--- src/rtl/mdio_pkg.sv ---
package mdio_pkg;
  localparam int FRAME_BITS = 64;   // preamble through data field
  localparam int HDR_BITS   = 46;   // preamble, start, opcode, two address fields
  localparam int DATA_BITS  = 16;
  localparam int FLUSH_BITS = 32;
  localparam int ADDR_W     = 5;
  localparam int NUM_PHY    = 1 << ADDR_W;

  localparam logic [1:0] START_C22 = 2'b01;
  localparam logic [1:0] START_C45 = 2'b00;
  localparam logic [1:0] OPC_C22_RD = 2'b10;
  localparam logic [1:0] OPC_C22_WR = 2'b01;
  localparam logic [1:0] OPC_C45_AD = 2'b00;
  localparam logic [1:0] OPC_C45_WR = 2'b01;
  localparam logic [1:0] OPC_C45_RD = 2'b11;
  localparam logic [1:0] TURN_DRV   = 2'b10;

  function automatic logic [FRAME_BITS-1:0] build_frame(
    input logic [1:0] st, input logic [1:0] opc,
    input logic [ADDR_W-1:0] phy, input logic [ADDR_W-1:0] dev,
    input logic [DATA_BITS-1:0] payload);
    return {{32{1'b1}}, st, opc, phy, dev, TURN_DRV, payload};
  endfunction
endpackage

--- src/rtl/mdio_mdc_gen.sv ---
module mdio_mdc_gen #(
  parameter int HALF_DIV = 40
) (
  input  logic clk,
  input  logic rst,
  input  logic run,
  output logic mdc,
  output logic bit_end
);
  localparam int CW = (HALF_DIV > 1) ? $clog2(HALF_DIV) : 1;

  logic [CW-1:0] cnt;
  logic          wrap;

  assign wrap    = (cnt == CW'(HALF_DIV - 1));
  assign bit_end = run && mdc && wrap;   // falling edge follows

  always_ff @(posedge clk) begin
    if (rst || !run) begin
      cnt <= '0;
      mdc <= 1'b0;
    end else if (wrap) begin
      cnt <= '0;
      mdc <= ~mdc;
    end else begin
      cnt <= cnt + 1'b1;
    end
  end
endmodule

--- src/rtl/mdio_bit_engine.sv ---
module mdio_bit_engine
  import mdio_pkg::*;
(
  input  logic                  clk,
  input  logic                  rst,
  input  logic                  bit_end,
  input  logic                  start,
  input  logic [FRAME_BITS-1:0] frame_in,
  input  logic                  rd_frame,
  input  logic                  ta_ignore,
  input  logic                  mdio_i,
  output logic                  mdo,
  output logic                  mdoe,
  output logic                  busy,
  output logic                  fdone,
  output logic                  ferr,
  output logic [DATA_BITS-1:0]  rdata
);
  localparam int CNT_W = $clog2(FRAME_BITS);

  typedef enum logic [2:0] {E_IDLE, E_TX, E_TA, E_RX, E_FLUSH, E_TAIL} eng_state_t;

  eng_state_t            st;
  logic [FRAME_BITS-1:0] shreg;
  logic [CNT_W-1:0]      cnt;
  logic                  rd_q;
  logic                  ign_q;
  logic [CNT_W-1:0]      last_tx;

  assign busy    = (st != E_IDLE);
  assign last_tx = rd_q ? CNT_W'(HDR_BITS - 1) : CNT_W'(FRAME_BITS - 1);

  always_ff @(posedge clk) begin
    if (rst) begin
      st    <= E_IDLE;
      shreg <= '0;
      cnt   <= '0;
      rd_q  <= 1'b0;
      ign_q <= 1'b0;
      mdo   <= 1'b0;
      mdoe  <= 1'b0;
      fdone <= 1'b0;
      ferr  <= 1'b0;
      rdata <= '0;
    end else begin
      fdone <= 1'b0;
      case (st)
        E_IDLE: if (start) begin
          shreg <= frame_in;
          mdo   <= frame_in[FRAME_BITS-1];
          mdoe  <= 1'b1;
          cnt   <= '0;
          rd_q  <= rd_frame;
          ign_q <= ta_ignore;
          ferr  <= 1'b0;
          st    <= E_TX;
        end
        E_TX: if (bit_end) begin
          if (cnt == last_tx) begin
            mdoe <= 1'b0;
            mdo  <= 1'b0;
            cnt  <= '0;
            st   <= rd_q ? E_TA : E_TAIL;
          end else begin
            cnt   <= cnt + 1'b1;
            shreg <= {shreg[FRAME_BITS-2:0], 1'b0};
            mdo   <= shreg[FRAME_BITS-2];
          end
        end
        E_TA: if (bit_end) begin
          cnt <= '0;
          if (mdio_i && !ign_q) begin
            ferr <= 1'b1;
            st   <= E_FLUSH;
          end else begin
            st <= E_RX;
          end
        end
        E_RX: if (bit_end) begin
          rdata <= {rdata[DATA_BITS-2:0], mdio_i};
          if (cnt == CNT_W'(DATA_BITS - 1)) st <= E_TAIL;
          else cnt <= cnt + 1'b1;
        end
        E_FLUSH: if (bit_end) begin
          if (cnt == CNT_W'(FLUSH_BITS - 1)) st <= E_TAIL;
          else cnt <= cnt + 1'b1;
        end
        E_TAIL: if (bit_end) begin
          fdone <= 1'b1;
          st    <= E_IDLE;
        end
        default: st <= E_IDLE;
      endcase
    end
  end
endmodule

--- src/rtl/mdio_master.sv ---
module mdio_master
  import mdio_pkg::*;
#(
  parameter int HALF_DIV = 40
) (
  input  logic                 clk,
  input  logic                 rst,
  input  logic                 cmd_valid,
  output logic                 cmd_ready,
  input  logic                 cmd_read,
  input  logic                 cmd_c45,
  input  logic [ADDR_W-1:0]    cmd_phy,
  input  logic [ADDR_W-1:0]    cmd_dev,
  input  logic [DATA_BITS-1:0] cmd_reg,
  input  logic [DATA_BITS-1:0] cmd_wdata,
  input  logic [NUM_PHY-1:0]   ta_ignore_mask,
  output logic                 rsp_done,
  output logic                 rsp_err,
  output logic [DATA_BITS-1:0] rsp_rdata,
  output logic                 mdc_o,
  output logic                 mdio_o,
  output logic                 mdio_oe_o,
  input  logic                 mdio_i
);
  typedef enum logic [1:0] {T_IDLE, T_ADDR, T_DATA} txn_state_t;

  txn_state_t            tst;
  logic                  q_read, q_c45;
  logic [ADDR_W-1:0]     q_phy, q_dev;
  logic [DATA_BITS-1:0]  q_wdata;
  logic                  start_q, rdfrm_q;
  logic [FRAME_BITS-1:0] frame_q;
  logic                  bit_end, eng_busy, fdone, ferr;
  logic [DATA_BITS-1:0]  eng_rdata;

  function automatic logic [FRAME_BITS-1:0] data_frame(
    input logic c45, input logic rd, input logic [ADDR_W-1:0] phy,
    input logic [ADDR_W-1:0] dev, input logic [DATA_BITS-1:0] wd);
    logic [1:0] st, opc;
    st  = c45 ? START_C45 : START_C22;
    opc = c45 ? (rd ? OPC_C45_RD : OPC_C45_WR) : (rd ? OPC_C22_RD : OPC_C22_WR);
    return build_frame(st, opc, phy, dev, wd);
  endfunction

  assign cmd_ready = (tst == T_IDLE);

  always_ff @(posedge clk) begin
    if (rst) begin
      tst       <= T_IDLE;
      q_read    <= 1'b0;
      q_c45     <= 1'b0;
      q_phy     <= '0;
      q_dev     <= '0;
      q_wdata   <= '0;
      start_q   <= 1'b0;
      rdfrm_q   <= 1'b0;
      frame_q   <= '0;
      rsp_done  <= 1'b0;
      rsp_err   <= 1'b0;
      rsp_rdata <= '0;
    end else begin
      start_q  <= 1'b0;
      rsp_done <= 1'b0;
      case (tst)
        T_IDLE: if (cmd_valid) begin
          q_read  <= cmd_read;
          q_c45   <= cmd_c45;
          q_phy   <= cmd_phy;
          q_dev   <= cmd_dev;
          q_wdata <= cmd_wdata;
          start_q <= 1'b1;
          if (cmd_c45) begin
            frame_q <= build_frame(START_C45, OPC_C45_AD, cmd_phy, cmd_dev, cmd_reg);
            rdfrm_q <= 1'b0;
            tst     <= T_ADDR;
          end else begin
            frame_q <= data_frame(1'b0, cmd_read, cmd_phy, cmd_dev, cmd_wdata);
            rdfrm_q <= cmd_read;
            tst     <= T_DATA;
          end
        end
        T_ADDR: if (fdone) begin
          frame_q <= data_frame(q_c45, q_read, q_phy, q_dev, q_wdata);
          rdfrm_q <= q_read;
          start_q <= 1'b1;
          tst     <= T_DATA;
        end
        T_DATA: if (fdone) begin
          rsp_done  <= 1'b1;
          rsp_err   <= ferr;
          rsp_rdata <= (q_read && !ferr) ? eng_rdata : '0;
          tst       <= T_IDLE;
        end
        default: tst <= T_IDLE;
      endcase
    end
  end

  mdio_mdc_gen #(.HALF_DIV(HALF_DIV)) u_gen (
    .clk     (clk),
    .rst     (rst),
    .run     (eng_busy),
    .mdc     (mdc_o),
    .bit_end (bit_end)
  );

  mdio_bit_engine u_eng (
    .clk       (clk),
    .rst       (rst),
    .bit_end   (bit_end),
    .start     (start_q),
    .frame_in  (frame_q),
    .rd_frame  (rdfrm_q),
    .ta_ignore (ta_ignore_mask[q_phy]),
    .mdio_i    (mdio_i),
    .mdo       (mdio_o),
    .mdoe      (mdio_oe_o),
    .busy      (eng_busy),
    .fdone     (fdone),
    .ferr      (ferr),
    .rdata     (eng_rdata)
  );
endmodule

--- config.mk ---
export PLATFORM = sky130hd
export DESIGN_NAME = mdio_master
export DESIGN_NICKNAME = d
export VERILOG_FILES = /design/src/rtl/mdio_pkg.sv /design/src/rtl/mdio_mdc_gen.sv /design/src/rtl/mdio_bit_engine.sv /design/src/rtl/mdio_master.sv
export SDC_FILE = /design/constraint.sdc
export NUM_CORES = 1
export LEC_CHECK = 0
export CAP_MARGIN = 0
export CORE_MARGIN = 2
export CORE_UTILIZATION = 30
export DETAILED_ROUTE_END_ITERATION = 8
export MAX_ROUTING_LAYER = met4
export SLEW_MARGIN = 20
export SYNTH_ARGS = -nofsm -noshare
export SYNTH_HDL_FRONTEND = slang
export SYNTH_HIERARCHICAL = 1
export SYNTH_SLANG_ARGS = --single-unit
--- constraint.sdc ---
create_clock -name clk -period 4.5 [get_ports clk]
set_input_delay 0.45 -clock clk [delete_from_list [all_inputs] [get_ports clk]]
set_output_delay 0.45 -clock clk [all_outputs]
set_load 0.02 [all_outputs]
# == Yosys cells after proc, flatten, opt, wreduce, memory -nomap -nowiden ==
# Cells that the tools add are included.
# totals
ff_bits,215
input_bits,80
output_inout_bits,22
wordCells,150
# op_classes
addsub,2
order_cmp,1
n_eq_ne,27
muxes,63
n_bitwise,3
reduce_logical,30
# ops
op,count
$mux W63,3
$mux W64,2
$pmux W64 S2,1
$pmux W63 S2,1
$mux W6,8
$mux W3,11
$mux W31,1
$pmux W6 S5,1
$ne A2 B2 Y1 const B,10
$pmux W3 S6,1
$mux W1,17
$mux W16,1
$mux W2,8
$add A6 B1 Y6 const B,2
$ne A2 B1 Y1 const B,6
$reduce_and A4 Y1,3
$pmux W1 S2,5
$reduce_and A3 Y1,3
$reduce_and A9 Y1,1
$reduce_and A2 Y1,4
$reduce_and A8 Y1,1
$eq A3 B2 Y1 const B,2
$eq A3 B3 Y1 const B,2
$eq A6 B4 Y1 const B,1
other kinds (20),31

# == Depth between registers and ports, before layout ==
# Gate-level depths: netlist (run 1).
# logic_depth
depth_word,5
depth_mapped,11
depth_no_buf,9

# == Modules after synthesis ==
# The synthesis (run 1) kept the hierarchy.
# modules_own_cells
mod,n_inst,cells_each,area_per_inst_um2
mdio_bit_engine,1,467,4494.3
mdio_master,1,409,3570.9
mdio_mdc_gen,1,33,291.5

# == Worst setup path after synthesis (run 1) ==
# OpenSTA, ideal clock, no wires.
# synth_timing
path_type,register to register
from,register u_gen.cnt[0]
to,register u_eng.shreg[38]
arrival_ns,2.180
path_slack_ns,2.174
path_stages_with_launch,12
path_buffers,3
synth_period_minus_slack_ns,2.326
path_cell_list,dfxtp_1 > ha_1 > nand4bb_1 > nor2_1 > and3_1 > clkbuf_1 > nand2_1 > a211o_1 > a21oi_4 > buf_6 > buf_4 > a211oi_2
# synth_between
elab_chain_len,4
# synth_rtl
item,line,source
"start, declared",mdio_mdc_gen.sv:12,logic [CW-1:0] cnt;
"start signal, assigned",mdio_mdc_gen.sv:26,cnt <= cnt + 1'b1;
$eq A6 B6 Y1,mdio_mdc_gen.sv:15,assign wrap = (cnt == CW'(HALF_DIV - 1));
$logic_and A1 B1 Y1,mdio_mdc_gen.sv:16,assign bit_end = run && mdc && wrap;
via bit_end,mdio_master.sv:33,"logic bit_end, eng_busy, fdone, ferr;"
$ne A2 B2 Y1 (no line),-,
$reduce_and A4 Y1 (no line),-,
"end signal, assigned",mdio_bit_engine.sv:49,shreg <= frame_in;
"end signal, assigned",mdio_bit_engine.sv:66,"shreg <= {shreg[FRAME_BITS-2:0], 1'b0};"
"end, declared",mdio_bit_engine.sv:24,logic [FRAME_BITS-1:0] shreg;
# The timed path passes the listed nets, and every way through them passes these cells.
# A chain may end at the register's enable or synchronous reset.

# == Worst setup path after layout (run 1) ==
# layout_timing
from,register u_eng.st[2]
to,register u_eng.shreg[3]
# layout_between
elab_chain_len,5
word_cells_on_any_way,11
cone_classes,eq/ne: 4; mux: 1; reduce/logical: 6
# layout_rtl
item,line,source
"start, declared",mdio_bit_engine.sv:23,eng_state_t st;
"start signal, assigned",mdio_bit_engine.sv:63,st <= rd_q ? E_TA : E_TAIL;
$reduce_bool A3 Y1,mdio_bit_engine.sv:30,assign busy = (st != E_IDLE);
via eng_busy,mdio_master.sv:33,
$logic_and A1 B1 Y1 (2 in a row),mdio_mdc_gen.sv:16,
via bit_end,mdio_master.sv:33,
$ne A2 B2 Y1 (no line),-,
$reduce_and A4 Y1 (no line),-,
# The timed path passes the listed nets, and every way through them passes these cells.

==> impl_metrics.csv, run 1 <==
group,metric,value,unit
outcome,outcome,"finished, final reports clean",
sta,rsz0062_at_grt,"no",
die,core,27600,um^2
sta,layout_setup_ws,1.54,ns
die,row_count,61,
placement,post-place-ws,1.63,ns
worst_setup_path,startpoint_type,"flop",
power,power.leakage,3.33,nW
worst_setup_path,crit_start,"u_eng/st[2]",
route,avgViaCountPerCell,4.76,
placement,port_buffers,101,
clock_network,clk_latency,0.43,ns
route,vias,6462,
yosys,synthMuxAreaShare,11.6,%
clock_network,cts_tree,"yes",
worst_setup_path,worst_setup_path_end_kind,"flop",
sta,final_hold_viol_count,0,
sta,tightest_slew,1.09,ns
die,die_w,171,um
placement,globalplace.congestion,0.796,
clock_network,cts_buffers,17,
sta,whs,0.455,ns
die,start_util,30.2,%
min_path,hold_class,"reg2reg",
yosys,ys_seq_elements,180,
sta,finalMaxSlewViolations,0,
clock_network,clock_path_buffers,2,
route,first_pass_iters,4,
clock_network,htree_levels,4,
global_routing,grt_pass1_vias,6034,
die,die-height,171,um
route,dr.first_iter.drc_count,405,
final_layout,final_nets,1049,
route,routed_wl,18600,um
final_layout,area_growth,21.3,%
global_routing,antenna_found_initial,0,
die,ios,102,
yosys,ys_types,58,
sta,fin_worst_skew,0.0162,ns
power,ir_worst_vdd,0.000262,V
route,drc,0,
sta,post-route-min-period,2.96,ns
clock_network,clockRootBuffer,"clkbuf_16",
die,die_area,29200,um^2
yosys,netlist_area,8360,um^2
yosys,syn_inst,909,
route,ant_nets,0,
worst_setup_path,required,4.83,ns
sta,max_freq,338,MHz
worst_setup_path,r2r_start,"u_eng/st[2]",
yosys,ys_warn_count,6,
worst_setup_path,max_stage_delay,0.64,ns
global_routing,grt_usage,13.1,%
final_layout,fin_cells,1358,
sta,relSlewSlack,27.6,%
worst_setup_path,arrival,3.29,ns
global_routing,grt_first_pass_wirelength,30500,um
yosys,synth-adder-area-share,0.299,%
yosys,synth-xor-area-share,0.314,%
sta,layout_worst_path_cycle_share,65.7,%
yosys,yosys.area_share.simple,17.4,%
placement,dpl.hpwl,11600,um
placement,place_inst,1326,
worst_setup_path,cp_max_fo,125,
route,avgRoutedWirePerCell,13.7,um
sta,setup_violations,0,
yosys,synth_compound_gate_area_share,22.2,%
yosys,synth_flop_cell,"dfxtp_1",
worst_setup_path,criticalPathCategory,"reg2reg",
final_layout,num_antenna_cells,0,
yosys,ys_seq_area_share,43.1,%
yosys,synth-edff-count,0,
yosys,avgSynthCellArea,9.19,um^2
worst_setup_path,path_cells,"or3_1, and3_1, nand2_1, a211o_1, a21oi_4, buf_12, nor2_1, a211oi_2",
final_layout,drive_gt1_share,12.7,%
global_routing,gr-total-overflow,0,
worst_setup_path,cpMaxStageDelayCell,"dfxtp_1",
worst_setup_path,cpLargestDelayFamily,"simple AND/OR/NAND/NOR gates",
power,pwr_density_cell,378,nW/um^2
min_path,hp-start,"frame_q[30]",
global_routing,grt_max_degree,126,
run,drv_cap,0,
clock_network,path_clk_slew,0.07,ns
yosys,synthArstFlopShare,0,%
clock_network,cts.repair.resized,0,
worst_setup_path,crit_buf_inv,1,
yosys,synth_top_family_by_area,"compound AO/OA/AOI/OAI gates",
clock_network,cts_hold_buffers,0,
clock_network,numClockSinks,180,
sta,tns,0,ns
clock_network,cts_setup_buffers,0,
[layer usage]
layer	GRT usage [%]	wire length, um	vias up
met2	20.2	8380	106
met5	-	0	-
met4	2.25	103	0
li1	-	-	3329
met3	2.94	690	6
met1	17.9	9460	3021
[registers in the layout (all words and copies together) (netlist names)]
register / cells
frame_q: 30
q_c45: 1
q_dev: 5
q_phy: 5
q_read: 1
q_wdata: 16
rsp_done: 1
rsp_err: 1
rsp_rdata: 16
start_q: 1
tst: 2
u_eng/cnt: 6
u_eng/fdone: 1
u_eng/ferr: 1
u_eng/ign_q: 1
u_eng/mdo: 1
u_eng/mdoe: 1
u_eng/rd_q: 1
u_eng/rdata: 16
u_eng/shreg: 63
u_eng/st: 3
u_gen/cnt: 6
u_gen/mdc: 1
[path summary, 6_finish.rpt]
check,to,slack [ns],cells past startpoint
min reg2reg,frame_q[30],0.46,2
min,frame_q[30],0.46,2
max,u_eng/shreg[3],1.54,8
max reg2reg,u_eng/shreg[3],1.54,8
[per-stage QoR]
step	cell area, um^2	total power, mW	util, %
6_report	10100	3.83	36.7
5_1_grt	10100	4.02	36.7
4_1_cts	10100	3.88	36.7
3_5_place_dp	9530	2.37	34.5
3_3_place_gp	9530	2.36	34.5
2_1_floorplan	8360	2.21	-
[tightest hold or removal path, delay by kind of cell (launching register included)]
| family | cells | cell delay, ns |
|---|---|---|
| AO/OA/AOI/OAI | 1 | 0.05 |
| flip-flops | 1 | 0.31 |
| AND/OR/NAND/NOR | 1 | 0.05 |
[cells in the mapped netlist (all sizes together) (2+ instances only)]
master / number / area share (%)
nor2b: 6 / 0.54
nand3b: 4 / 0.36
a22oi: 4 / 0.36
buf: 49 / 3.8
nand2: 137 / 6.3
or3: 2 / 0.15
a311oi: 10 / 1.5
a31oi: 4 / 0.30
a211o: 3 / 0.31
a22o: 16 / 1.7
nor4: 2 / 0.15
nor3b: 5 / 0.78
nor3: 6 / 0.42
or3b: 2 / 0.21
clkbuf: 21 / 0.94
and3: 3 / 0.22
ha: 2 / 0.30
o21ai: 10 / 0.60
nand4: 2 / 0.15
inv: 8 / 0.36
nand4b: 3 / 0.31
mux2i: 97 / 12
nor2: 127 / 5.8
o22ai: 2 / 0.15
a211oi: 82 / 11
xor2: 2 / 0.21
nand3: 18 / 1.1
dfxtp: 180 / 43
a21oi: 79 / 5.1
nand2b: 9 / 0.67
o211ai: 2 / 0.18
[report_power, final]
| part | leakage, nW | internal [mW] | switching [mW] |
|---|---|---|---|
| Sequential | 1.47 | 1.69 | 0.0722 |
| Clock | 0.292 | 0.757 | 0.747 |
| Combinational | 1.56 | 0.253 | 0.312 |
| Total | 3.33 | 2.70 | 1.13 |
[cell usage in the layout (no fill, tap or decap), types with 3 or more instances in the layout]
cell and count:
mux2i_1 97, nand2b_1 8, a21oi_4 3, inv_8 3
a21oi_1 76, nand4b_1 3, dfxtp_1 179, inv_1 8
a22o_1 16, nor2b_1 5, clkinv_8 5, a311oi_1 4
clkbuf_16 17, nand3_1 18, nor3b_4 3, and3_1 3
a31oi_1 4, clkdlybuf4s50_1 100, nand2_1 134, nor2_1 125
nor3_1 5, inv_6 4, a211oi_1 21, a311oi_2 6
o21ai_0 8, a211o_1 3, a22oi_1 4, nand3b_1 4
buf_4 6, a211oi_2 61
[area by class of cell]
cell class,instances,area (um^2)
clock inverter,15,183
clock buffer,17,425
tap,378,473
fill,2866,17500
inverter,8,30.0
sequential,180,3600
multi-input combinational,652,4340
timing repair buffer,108,1080
[cells by family after synthesis]
kind of cell,Yosys count
AO/OA/AOI/OAI,220
XOR/XNOR,3
adder cells (fa/ha/maj),2
buffers and inverters,78
flip-flops,180
multiplexers,97
other,1
AND/OR/NAND/NOR,328
(Power assumes the default switching activity.)
==> inputs of run 2 (changes only) <==
==> constraint.sdc (replaced) <==
create_clock -name clk -period 2.65 [get_ports clk]
set_input_delay 0.265 -clock clk [delete_from_list [all_inputs] [get_ports clk]]
set_output_delay 0.265 -clock clk [all_outputs]
set_load 0.02 [all_outputs]
==> impl_metrics.csv, run 2 (synthesis gave the netlist of run 1 again) <==
group,metric,value,unit
global_routing,grt_max_degree,88,
route,avgViaCountPerCell,4.80,
sta,relSlewSlack,49.3,%
worst_setup_path,criticalPathCategory,"reg2reg",
clock_network,clock_path_buffers,2,
worst_setup_path,arrival,2.79,ns
final_layout,top_regs,"u_eng/shreg x63, frame_q x30",
placement,post-place-ws,0.242,ns
final_layout,largest_reg_flops,63,
clock_network,clk_latency,0.45,ns
final_layout,area_growth,23.5,%
sta,setup_violations,0,
worst_setup_path,startpoint_type,"flop",
placement,globalplace.congestion,0.751,
die,row_count,61,
worst_setup_path,cp_max_fo,69,
power,pwr_density_cell,643,nW/um^2
power,total_power,6.64,mW
worst_setup_path,max_stage_delay,0.37,ns
clock_network,numClockSinks,180,
final_layout,seq_area,3600,um^2
global_routing,grt_pass1_vias,6232,
global_routing,antenna_found_initial,0,
global_routing,gr-total-overflow,0,
sta,tns,0,ns
min_path,hp-start,"rst",
outcome,outcome,"finished, final reports clean",
final_layout,num_antenna_cells,0,
sta,layout_setup_ws,0.202,ns
final_layout,multi_input_area,4350,um^2
sta,whs,0.152,ns
sta,finalMaxSlewViolations,0,
worst_setup_path,cp_common_cell,"nor2_1",
min_path,hold_class,"in2reg",
final_layout,regMostFlops,"u_eng/shreg",
final_layout,final_nets,1062,
sta,final_hold_viol_count,0,
clock_network,cts_tree,"yes",
global_routing,grt_first_pass_wirelength,31100,um
sta,fin_worst_skew,0.0162,ns
worst_setup_path,cpMaxStageDelayCell,"dfxtp_1",
clock_network,clockRootBuffer,"clkbuf_16",
worst_setup_path,path_cells,"ha_2, nand4bb_1, nor2_1, and3_1, nand2_1, a211o_1, a21oi_4, buf_12, nor2_1, a211oi_1",
worst_setup_path,r2r_slack,0.20,ns
run,drv_cap,0,
clock_network,htree_levels,4,
clock_network,path_clk_slew,0.08,ns
final_layout,nFillCells,2818,
sta,max_freq,409,MHz
worst_setup_path,r2r_start,"u_gen/cnt[0]",
clock_network,cts_buffers,17,
power,power.leakage,3.42,nW
die,die-height,171,um
final_layout,drive_gt1_share,13.9,%
sta,layout_worst_path_cycle_share,92.4,%
final_layout,layout_common_cells,"dfxtp_1 (180), nand2_1 (134), nor2_1 (125)",
die,start_util,30.2,%
die,die_area,29200,um^2
route,avgRoutedWirePerCell,13.7,um
route,routed_wl,18800,um
clock_network,cts.repair.resized,0,
route,dr.first_iter.drc_count,522,
worst_setup_path,crit_start,"u_gen/cnt[0]",
sta,tightest_slew,0.760,ns
sta,post-route-min-period,2.45,ns
final_layout,mostFrequentLayoutCell,"dfxtp_1",
sta,rsz0062_at_grt,"yes",
route,drc,0,
clock_network,cts_setup_buffers,0,
route,vias,6582,
placement,port_buffers,101,
worst_setup_path,required,3.00,ns
power,ir_worst_vdd,0.000410,V
global_routing,grt_usage,13.5,%
placement,dpl.hpwl,11900,um
route,ant_nets,0,
die,die_w,171,um
die,ios,102,
worst_setup_path,worst_setup_path_end_kind,"flop",
worst_setup_path,crit_buf_inv,1,
route,first_pass_iters,5,
clock_network,cts_hold_buffers,0,
die,core,27600,um^2
worst_setup_path,cpLargestDelayFamily,"compound AO/OA/AOI/OAI gates",
[run 2: changes by cell type in the layout (fill, tap and decap cells not counted), sizes merged]
cell | before | now
buf | 8 | 21
clkinvlp | 1 | 0
inv | 16 | 17
[run 2: worst paths after layout]
kind / end / cells past startpoint
worst max register to register: u_eng/shreg[14] / 10
worst min register to register: frame_q[30] / 2
worst min-delay path: u_eng/mdoe / 2
worst max-delay path: u_eng/shreg[14] / 10
[run 2: area by class of cell]
cell class / instances / share of cell area, %
clock buffers: 17 / 4.12
clock inverters: 15 / 2.03
inverters: 8 / 0.291
multi-input cells: 652 / 42.2
flip-flops and latches: 180 / 34.9
well taps: 378 / 4.58
repair buffers: 121 / 11.9
[run 2: metrics by stage]
stage	util, %	instance area [um^2]	instances
after floorplan	-	8360	910
after global placement	35.0	9670	1339
after detailed placement	35.0	9670	1339
after CTS	37.3	10300	1371
after global routing	37.3	10300	1371
final	37.3	10300	1371
[run 2: report_power, final]
| part | internal [mW] | leakage [nW] | switching [mW] |
|---|---|---|---|
| clock network | 1.32 | 0.306 | 1.33 |
| registers | 2.87 | 1.47 | 0.104 |
| logic | 0.451 | 1.64 | 0.562 |
| total | 4.64 | 3.42 | 2.00 |
[run 2: routing by layer]
layer / share of wire, % / wire, um / vias to the layer above / global-route usage [%]
li1: - / - / 3365 / -
met1: 50 / 9380 / 3094 / 18.1
met2: 45 / 8450 / 113 / 20.5
met3: 4.5 / 845 / 10 / 3.28
met4: 0.72 / 135 / 0 / 3.43
met5: 0 / 0 / - / -
==> inputs of run 3 (changes only) <==
--- a/config.mk
+++ b/config.mk
@@ -10,6 +10,7 @@
 export CORE_UTILIZATION = 30
 export DETAILED_ROUTE_END_ITERATION = 8
 export MAX_ROUTING_LAYER = met4
+export REMOVE_ABC_BUFFERS = 1
 export SLEW_MARGIN = 20
 export SYNTH_ARGS = -nofsm -noshare
 export SYNTH_HDL_FRONTEND = slang
==> impl_metrics.csv, run 3 (synthesis gave the netlist of run 1 again) <==
group,metric,value,unit
outcome,outcome,"finished, final reports clean",
global_routing,grt_first_pass_wirelength,30600,um
placement,port_buffers,101,
power,ir_worst_vdd,0.000330,V
global_routing,grt_max_degree,132,
route,routed_wl,18200,um
die,die_w,171,um
sta,rsz0062_at_grt,"no",
worst_setup_path,criticalPathCategory,"reg2reg",
sta,setup_violations,0,
final_layout,seq_area,3600,um^2
clock_network,cts_buffers,17,
run,drv_cap,0,
die,die_area,29200,um^2
sta,post-route-min-period,2.41,ns
placement,placedInstanceArea,9730,um^2
clock_network,cts_hold_buffers,0,
worst_setup_path,startpoint_type,"flop",
final_layout,final_nets,1065,
clock_network,clock_path_buffers,2,
global_routing,use_met2,21.5,%
sta,tightest_slew,0.753,ns
final_layout,nFillCells,2833,
global_routing,grt_pass1_vias,6264,
worst_setup_path,cp_max_fo,32,
global_routing,grt_use_met3,2.34,%
clock_network,cts.repair.resized,0,
placement,place_inst,1340,
route,ant_nets,0,
clock_network,htree_levels,4,
clock_network,path_clk_slew,0.07,ns
final_layout,layout_common_cells,"dfxtp_1 (180), nand2_1 (134), nor2_1 (125)",
final_layout,regMostFlops,"u_eng/shreg",
route,vias,6503,
global_routing,gr-max-usage-layer,"met2",
route,avgViaCountPerCell,4.73,
clock_network,clk_latency,0.42,ns
clock_network,cts_tree,"yes",
worst_setup_path,worst_setup_path_end_kind,"flop",
final_layout,fin_area,10400,um^2
min_path,hold_class,"in2reg",
route,dr.first_iter.drc_count,392,
global_routing,gr-total-overflow,0,
power,pwr_density_cell,637,nW/um^2
die,die-height,171,um
final_layout,drive_gt1_share,14.0,%
final_layout,num_antenna_cells,0,
die,row_count,61,
route,first_pass_iters,4,
final_layout,area_growth,24.0,%
placement,dpl.hpwl,11800,um
final_layout,mostFrequentLayoutCell,"dfxtp_1",
sta,layout_worst_path_cycle_share,90.9,%
sta,fin_worst_skew,0.00916,ns
global_routing,grtUsageMet1,16.6,%
worst_setup_path,required,2.97,ns
final_layout,top_regs,"u_eng/shreg x63, frame_q x30",
sta,final_hold_viol_count,0,
global_routing,antenna_found_initial,0,
sta,relSlewSlack,49.8,%
die,start_util,30.2,%
global_routing,grt_usage,13.1,%
final_layout,multi_input_area,4340,um^2
power,power.leakage,3.45,nW
final_layout,postLayoutCoreUtil,37.5,%
sta,max_freq,415,MHz
route,avgRoutedWirePerCell,13.2,um
final_layout,largest_reg_flops,63,
die,core,27600,um^2
placement,globalplace.congestion,0.784,
final_layout,fin_cells,1374,
clock_network,numClockSinks,180,
clock_network,clockRootBuffer,"clkbuf_16",
sta,finalMaxSlewViolations,0,
route,drc,0,
die,ios,102,
worst_setup_path,arrival,2.73,ns
-- run 3: worst paths after layout --
kind                     endpoint          from  depth (start not counted)  slack, ns
setup / recovery  u_eng/shreg[17]  u_gen/cnt[0]                         11       0.24
hold / removal    u_eng/rdata[10]           rst                          2       0.17
setup reg to reg  u_eng/shreg[17]  u_gen/cnt[0]                         11       0.24
hold reg to reg      u_gen/cnt[0]  u_gen/cnt[0]                          1       0.45
-- run 3: area by class of cell --
cell class                      count  share of cell area (%)
Multi-Input combinational cell    652                    41.9
Timing Repair Buffer              124                    12.5
Sequential cell                   180                    34.8
Clock buffer                       17                    4.11
Tap cell                          378                    4.57
Inverter                            8                   0.290
Clock inverter                     15                    1.80
-- run 3: metal layers --
metal / vias up / part of all wire (%)
met2: 92 / 48
met3: 13 / 2.4
met1: 3033 / 48
met5: - / 0
li1: 3365 / -
met4: 0 / 1.0
-- run 3: critical path, stage by stage (launching register included) --
cell and delay, ns:
dfxtp_1 0.35, ha_1 0.21, nand4bb_1 0.16, nor2_1 0.14, and3_1 0.20, nand2_1 0.09
a211o_1 0.34, a21oi_4 0.16, buf_4 0.18, buf_12 0.20, nor2_1 0.06, a211oi_1 0.22
-- run 3: power breakdown --
| group | leakage, nW | switching, mW | internal (mW) | total, mW |
|---|---|---|---|---|
| clock network | 0.299 | 1.16 | 1.44 | 2.60 |
| logic | 1.68 | 0.565 | 0.468 | 1.03 |
| registers | 1.47 | 0.0958 | 2.87 | 2.97 |
| total | 3.45 | 1.82 | 4.78 | 6.60 |
-- run 3: metrics by stage --
stage / power (mW) / TNS, ns / worst slack [ns] / hold slack (ns)
final: 6.60 / 0 / 0.241 / 0.170
after global routing: 6.93 / 0 / 0.00879 / 0.164
after CTS: 6.70 / 0 / 0.181 / 0.154
after detailed placement: 4.07 / 0 / 0.246 / 0.445
after global placement: 4.05 / 0 / 0.289 / 0.430
after floorplan: 3.68 / -172.12 / -2.72 / 0.330
-- run 3: timing repair --
action | 4_1_cts | 5_1_grt
endpoints found under the hold margin | 0 | 0
setup buffers | 0 | 2
setup endpoints to repair | 0 | 2
